===== config.mk =====
export PLATFORM = sky130hd
export DESIGN_NAME = supmode_ctrl
export DESIGN_NICKNAME = d
export VERILOG_FILES = /design/src/rtl/supmode_pkg.sv /design/src/rtl/supmode_decode.sv /design/src/rtl/supmode_wdog.sv /design/src/rtl/supmode_flashseq.sv /design/src/rtl/supmode_ctrl.sv
export SDC_FILE = /design/constraint.sdc
export NUM_CORES = 1
export LEC_CHECK = 0
export BUFFER_PORTS_ARGS = -buffer_cell sky130_fd_sc_hd__clkbuf_2
export CAP_MARGIN = 20
export CORE_MARGIN = 3
export CORE_UTILIZATION = 59
export CTS_CLUSTER_SIZE = 24
export DETAILED_ROUTE_END_ITERATION = 8
export PLACE_DENSITY = 0.92
export SKIP_CTS_REPAIR_TIMING = 1
export SLEW_MARGIN = 20
export SYNTH_ARGS = -nofsm -noshare
export SYNTH_HDL_FRONTEND = slang
export SYNTH_SLANG_ARGS = --single-unit

===== constraint.sdc =====
create_clock -name clk -period 6.6 [get_ports clk]
set_input_delay 0.66 -clock clk [delete_from_list [all_inputs] [get_ports clk]]
set_output_delay 0.66 -clock clk [all_outputs]
set_load 0.05 [all_outputs]

===== src/rtl/supmode_pkg.sv =====
package supmode_pkg;

  typedef struct packed {
    logic [1:0] addr;
    logic       rd_diag;
    logic       ro;
    logic [5:0] wd;
    logic [2:0] mode;
    logic       dev;
    logic       en;
    logic       rsv;
  } mode_word_t;

  localparam logic [1:0] ADDR_MODE = 2'b00;

  localparam logic [2:0] M_START   = 3'd0;
  localparam logic [2:0] M_NORMAL  = 3'd1;
  localparam logic [2:0] M_STANDBY = 3'd2;
  localparam logic [2:0] M_INITFL  = 3'd3;
  localparam logic [2:0] M_SLEEP   = 3'd4;
  localparam logic [2:0] M_INITNM  = 3'd5;
  localparam logic [2:0] M_LEAVEFL = 3'd6;
  localparam logic [2:0] M_FLASH   = 3'd7;

  localparam logic [3:0] SRC_POR   = 4'b0001;
  localparam logic [3:0] SRC_WDOG  = 4'b0010;
  localparam logic [3:0] SRC_FLASH = 4'b0100;

  function automatic logic word_legal(mode_word_t w);
    return (w.mode != M_START) && (w.wd != '0);
  endfunction

  function automatic logic [2:0] next_mode(logic [2:0] cur, logic [2:0] code, logic armed);
    if (code == M_FLASH) return cur;
    if (code == M_INITFL && armed && cur == M_START) return M_FLASH;
    return code;
  endfunction

endpackage


===== src/rtl/supmode_decode.sv =====
module supmode_decode
  import supmode_pkg::*;
(
  input  logic        wr_valid,
  input  logic [15:0] wr_data,
  input  logic        blocked,
  output mode_word_t  word,
  output logic        acc_ev,
  output logic        svc_ev,
  output logic        ill_ev
);
  logic wr_ev;
  logic unused_rsv;

  assign word       = mode_word_t'(wr_data);
  assign unused_rsv = word.rsv;
  assign acc_ev     = wr_valid && !blocked && (word.addr == ADDR_MODE);
  assign wr_ev      = acc_ev && !word.ro;
  assign svc_ev     = wr_ev && word_legal(word);
  assign ill_ev     = wr_ev && !word_legal(word);
endmodule


===== src/rtl/supmode_wdog.sv =====
module supmode_wdog #(
  parameter int WD_UNIT  = 4,
  parameter int INIT_WIN = 64,
  parameter int WD_W     = 6
) (
  input  logic            clk,
  input  logic            rst_n,
  input  logic            svc,
  input  logic            force_clr,
  input  logic            startup,
  input  logic            dev,
  input  logic [WD_W-1:0] wd_code,
  output logic            timeout
);
  localparam int MAXP = (1 << WD_W) * WD_UNIT;
  localparam int MAXL = (INIT_WIN > MAXP) ? INIT_WIN : MAXP;
  localparam int CW   = $clog2(MAXL + 1);

  logic [CW-1:0] cnt;
  logic [CW-1:0] limit;
  logic          at_end;
  logic          suppress;

  function automatic logic [CW-1:0] limit_of(logic st, logic [WD_W-1:0] code);
    if (st) return CW'(INIT_WIN);
    return CW'((int'(code) + 1) * WD_UNIT);
  endfunction

  assign limit    = limit_of(startup, wd_code);
  assign at_end   = (cnt == limit - CW'(1));
  assign suppress = dev && !startup;
  assign timeout  = at_end && !svc && !suppress;

  always_ff @(posedge clk or negedge rst_n) begin
    if (!rst_n)               cnt <= '0;
    else if (svc || force_clr) cnt <= '0;
    else if (!at_end)         cnt <= cnt + CW'(1);
  end

  AST_WD_BOUND: assert property (@(posedge clk) disable iff (!rst_n)
    cnt < limit);
endmodule


===== src/rtl/supmode_flashseq.sv =====
module supmode_flashseq
  import supmode_pkg::*;
(
  input  logic       clk,
  input  logic       rst_n,
  input  logic       svc,
  input  logic [2:0] code,
  input  logic       clr,
  output logic       fire
);
  logic [1:0] step;
  logic [1:0] step_nx;

  always_comb begin
    step_nx = step;
    if (svc) begin
      unique case (step)
        2'd0: step_nx = (code == M_NORMAL) ? 2'd1 : 2'd0;
        2'd1: step_nx = (code == M_FLASH) ? 2'd2 : ((code == M_NORMAL) ? 2'd1 : 2'd0);
        2'd2: step_nx = (code == M_NORMAL) ? 2'd3 : 2'd0;
        default: step_nx = (code == M_NORMAL) ? 2'd1 : 2'd0;
      endcase
    end
  end

  assign fire = svc && (step == 2'd3) && (code == M_FLASH);

  always_ff @(posedge clk or negedge rst_n) begin
    if (!rst_n)   step <= 2'd0;
    else if (clr) step <= 2'd0;
    else          step <= step_nx;
  end

  AST_SEQ_ORDER: assert property (@(posedge clk) disable iff (!rst_n)
    (step == 2'd2 && $past(step) != 2'd2) |-> ($past(step) == 2'd1));
endmodule


===== src/rtl/supmode_ctrl.sv =====
module supmode_ctrl
  import supmode_pkg::*;
#(
  parameter int WD_UNIT  = 4,
  parameter int INIT_WIN = 64
) (
  input  logic        clk,
  input  logic        rst_n,
  input  logic        wr_valid,
  input  logic [15:0] wr_data,
  output logic [2:0]  op_mode,
  output logic        en_out,
  output logic        dev_mode,
  output logic [5:0]  wd_code,
  output logic [3:0]  rst_src,
  output logic        sys_rst_req,
  output logic        rd_stb,
  output logic        rd_diag
);
  mode_word_t word;
  logic acc_ev, svc_ev, ill_ev, timeout_ev, fire_ev, force_ev;
  logic armed_q;

  supmode_decode u_dec (
    .wr_valid(wr_valid), .wr_data(wr_data), .blocked(sys_rst_req),
    .word(word), .acc_ev(acc_ev), .svc_ev(svc_ev), .ill_ev(ill_ev)
  );

  supmode_wdog #(.WD_UNIT(WD_UNIT), .INIT_WIN(INIT_WIN), .WD_W(6)) u_wd (
    .clk(clk), .rst_n(rst_n), .svc(svc_ev), .force_clr(force_ev),
    .startup(op_mode == M_START), .dev(dev_mode), .wd_code(wd_code),
    .timeout(timeout_ev)
  );

  supmode_flashseq u_seq (
    .clk(clk), .rst_n(rst_n), .svc(svc_ev), .code(word.mode),
    .clr(force_ev), .fire(fire_ev)
  );

  assign force_ev = ill_ev || timeout_ev || fire_ev;

  always_ff @(posedge clk or negedge rst_n) begin
    if (!rst_n) begin
      op_mode <= M_START; en_out <= 1'b0; dev_mode <= 1'b0; wd_code <= '0;
      rst_src <= SRC_POR; sys_rst_req <= 1'b0; armed_q <= 1'b0;
      rd_stb <= 1'b0; rd_diag <= 1'b0;
    end else begin
      rd_stb      <= acc_ev;
      sys_rst_req <= force_ev;
      if (acc_ev) rd_diag <= word.rd_diag;
      if (force_ev) begin
        op_mode  <= M_START;
        en_out   <= 1'b0;
        dev_mode <= 1'b0;
        wd_code  <= '0;
        armed_q  <= fire_ev;
        rst_src  <= fire_ev ? SRC_FLASH : SRC_WDOG;
      end else if (svc_ev) begin
        en_out   <= word.en;
        dev_mode <= word.dev;
        wd_code  <= word.wd;
        op_mode  <= next_mode(op_mode, word.mode, armed_q);
        armed_q  <= 1'b0;
      end
    end
  end

  AST_ILLEGAL_RESET: assert property (@(posedge clk) disable iff (!rst_n)
    ill_ev |=> (sys_rst_req && rst_src == SRC_WDOG && op_mode == M_START));
  AST_REQ_SINGLE: assert property (@(posedge clk) disable iff (!rst_n)
    sys_rst_req |=> !sys_rst_req);
  AST_RO_STABLE: assert property (@(posedge clk) disable iff (!rst_n)
    (acc_ev && word.ro && !force_ev) |=> ($stable(op_mode) && $stable(en_out) && $stable(wd_code)));
  AST_FLASH_SRC: assert property (@(posedge clk) disable iff (!rst_n)
    fire_ev |=> (rst_src == SRC_FLASH && op_mode == M_START && sys_rst_req));
  AST_DEV_NO_TIMEOUT: assert property (@(posedge clk) disable iff (!rst_n)
    (dev_mode && op_mode != M_START && !wr_valid) |=> !sys_rst_req);
  AST_ARMED_ENTRY: assert property (@(posedge clk) disable iff (!rst_n)
    (armed_q && svc_ev && !force_ev && word.mode == M_INITFL && op_mode == M_START) |=> (op_mode == M_FLASH));
endmodule


==> impl_metrics.csv <==
group,metric,value,unit
outcome,status,"finished clean",
detailed_routing,route.met3.wl,274,um
power_and_ir_drop,ir_worst_vdd,0.000193,V
critical_path,ff2ff_setup_slack,2.91,ns
placement,place_hpwl,3080,um
synthesis,synth_top_area_share,36.6,%
critical_path,required,6.85,ns
die,die_area,3970,um^2
sta,fmax,271,MHz
synthesis,syn_area,1920,um^2
layout,layout_common_cells,"clkbuf_2, dfrtp_1, nand2_1, a21oi_1",
synthesis,synth-async-reset-ratio,100,%
critical_path,worstSetupPathType,"reg2reg",
detailed_routing,drc,0,
synthesis,ys_warn_count,0,
critical_path,crit_top_cell,"a211oi_2",
sta,slew_headroom,37.8,%
global_routing,gr-usage-all-layers,22.6,%
detailed_routing,ant_nets,0,
layout,final_area,2150,um^2
die,row_count,20,
critical_path,endpoint_kind,"flip-flop",
sta,slew_violations,0,
synthesis,synthTopCellsByArea,"dfrtp_1, a22o_1, ha_1",
detailed_routing,drt_iter0_markers,121,
power_and_ir_drop,p_per_area,419,nW/um^2
layout,synthToLayoutAreaGrowth,12.0,%
synthesis,synth_enable_flop_cells,0,
sta,finalSetupViolCount,0,
clocking,clk_pin_slew,0.09,ns
critical_path,rr_startpoint,"wd_code[0]$_DFFE_PN0N_",
synthesis,synth_ff_type,"dfrtp_1",
sta,fin_crit_sh,55.9,%
global_routing,grt_max_degree,30,
sta,totalNegativeSetupSlack,0,ns
synthesis,syn_area_per_cell,9.63,um^2
critical_path,worstPathCellList,"ha_1 -> nand3_2 -> xnor2_1 -> or4_4 -> a2111oi_4 -> a211oi_2 -> a211oi_2 -> o21ai_0 -> a21oi_1",
synthesis,syn_inst,199,
global_routing,antenna_found_initial,0,
global_routing,grt_pass1_vias,1625,
power_and_ir_drop,power.total,0.000900,W
die,start_util,62.2,%
placement,gp_congestion,0.856,
synthesis,seq_area_frac_synth,37.9,%
sta,rsz0062_at_grt,"no",
layout,antenna_cells,0,
die,ios,37,
critical_path,critPathArrivalTime,3.94,ns
critical_path,cp.buffers_inverters,0,
clocking,clockBufferDepth,2,
global_routing,grt.overflow.total,0,
flow_run,drv_cap,0,
detailed_routing,detail_route.wirelength,4060,um
critical_path,r2r-end,"u_wd.cnt[3]$_DFFE_PN0P_",
sta,tightestPinTransition,0.932,ns
min_path,hold_class,"in2async",
sta,min_period,3.69,ns
critical_path,path_max_fanout,16,
critical_path,r2r_cells,9,
layout,finish.utilization,69.7,%
detailed_routing,viasPerCell,6.12,
die,die_h,63.0,um
clocking,clk_latency,0.33,ns
detailed_routing,vias,1672,
layout,final_common_cell,"clkbuf_2",
layout,drive_gt1_share,23.6,%
synthesis,synth_top_area_cell,"dfrtp_1",
detailed_routing,wl_met2,1970,um
sta,skew,0.00796,ns
critical_path,critPathMaxStageDelay,0.81,ns
clocking,cts_tree,"yes",
detailed_routing,dr.pass1.iters,4,
power_and_ir_drop,p_leak,0.942,nW
critical_path,crit_family,"compound AO/OA/AOI/OAI gates",
detailed_routing,routedWlPerCell,14.9,um
placement,port_buffers,34,
die,dieWidth,63.0,um
clocking,clockRootBuffer,"clkbuf_4",
critical_path,slowest_stage,"a211oi_2",
synthesis,synth_nets,224,
clocking,cts_made_buffers,5,
detailed_routing,met1_length,1730,um
sta,finalHoldViolCount,0,
detailed_routing,top_layer,"met4",
global_routing,grt_first_pass_wirelength,7170,um
critical_path,start_kind,"flip-flop",
synthesis,yosysUniqueCellTypes,55,
clocking,clock-sinks,29,
layout,layout.nets,253,
synthesis,synth_seq_cells,29,
placement,placed_cell_area,2060,um^2
clocking,htreeDepth,2,
die,core_area,3080,um^2
==> worst max-delay path by stage <==
stage,start,to,slack (ns),cells past startpoint
6_report,wd_code[0]$_DFFE_PN0N_,u_wd.cnt[3]$_DFFE_PN0P_,2.91,9
5_1_grt,wd_code[0]$_DFFE_PN0N_,u_wd.cnt[3]$_DFFE_PN0P_,2.59,9
4_1_cts,wd_code[0]$_DFFE_PN0N_,u_wd.cnt[1]$_DFFE_PN0P_,2.92,9
3_5_place_dp,wd_code[0]$_DFFE_PN0N_,u_wd.cnt[1]$_DFFE_PN0P_,2.95,9
3_3_place_gp,wd_code[0]$_DFFE_PN0N_,u_wd.cnt[1]$_DFFE_PN0P_,3.09,9
2_1_floorplan,wd_code[0]$_DFFE_PN0N_,dev_mode$_DFFE_PN0N_,3.32,11
==> layout make-up <==
| cell class | instances | area (um^2) |
|---|---|---|
| clock inverters | 1 | 30.0 |
| flip-flops and latches | 29 | 727 |
| clock buffers | 7 | 55.1 |
| inverters | 4 | 15.0 |
| repair buffers | 34 | 170 |
| fillers | 272 | 932 |
| well taps | 44 | 55.1 |
| multi-input cells | 154 | 1090 |
==> sequential cells by signal, indices dropped and copies added, names as in the netlist, 2 cells and up <==
signal and flops:
u_wd.cnt 9, wd_code 6, op_mode 3, rst_src 3
u_seq.step 2
==> Yosys cell counts, types with 4 or more instances <==
cell and count:
a21oi_1 13, a22o_1 11, and2_1 5, buf_2 4
buf_4 4, dfrtp_1 28, ha_1 6, inv_1 4
nand2_1 16, nand3_1 8, nand3b_1 4, nor2_1 11
o21ai_0 4, o31ai_1 7, or4_1 5, xnor2_1 6
xor2_1 4
==> layer usage <==
metal,GRT usage [%],vias up
met1,27.1,803
met4,9.92,0
met2,37.8,54
li1,-,805
met3,6.12,10
met5,0,-
==> where the power goes <==
group          internal, W  switching, W
Combinational     0.000167      0.000280
Sequential        0.000226     0.0000751
Clock            0.0000904     0.0000612
Total             0.000483      0.000417
==> cells by family (layout without fill, tap and decap cells) <==
group	count (synthesis)	in the layout	synth area share, %
XOR/XNOR	10	10	4.57
AO/OA/AOI/OAI	60	60	25.1
buffers and inverters	16	46	4.96
multiplexers	4	4	2.22
adder cells (fa/ha/maj)	6	6	3.92
flip-flops	29	29	37.9
AND/OR/NAND/NOR	73	73	21.1
other	1	1	0.196
==> stage by stage <==
| step | setup slack (ns) | hold WS, ns | instances |
|---|---|---|---|
| 2_1_floorplan | 3.32 | 0.364 | 199 |
| 3_3_place_gp | 3.09 | 0.455 | 265 |
| 3_5_place_dp | 2.95 | 0.458 | 265 |
| 4_1_cts | 2.92 | 0.371 | 273 |
| 5_1_grt | 2.59 | 0.392 | 273 |
| 6_report | 2.91 | 0.361 | 273 |
(Power assumes the default switching activity.)
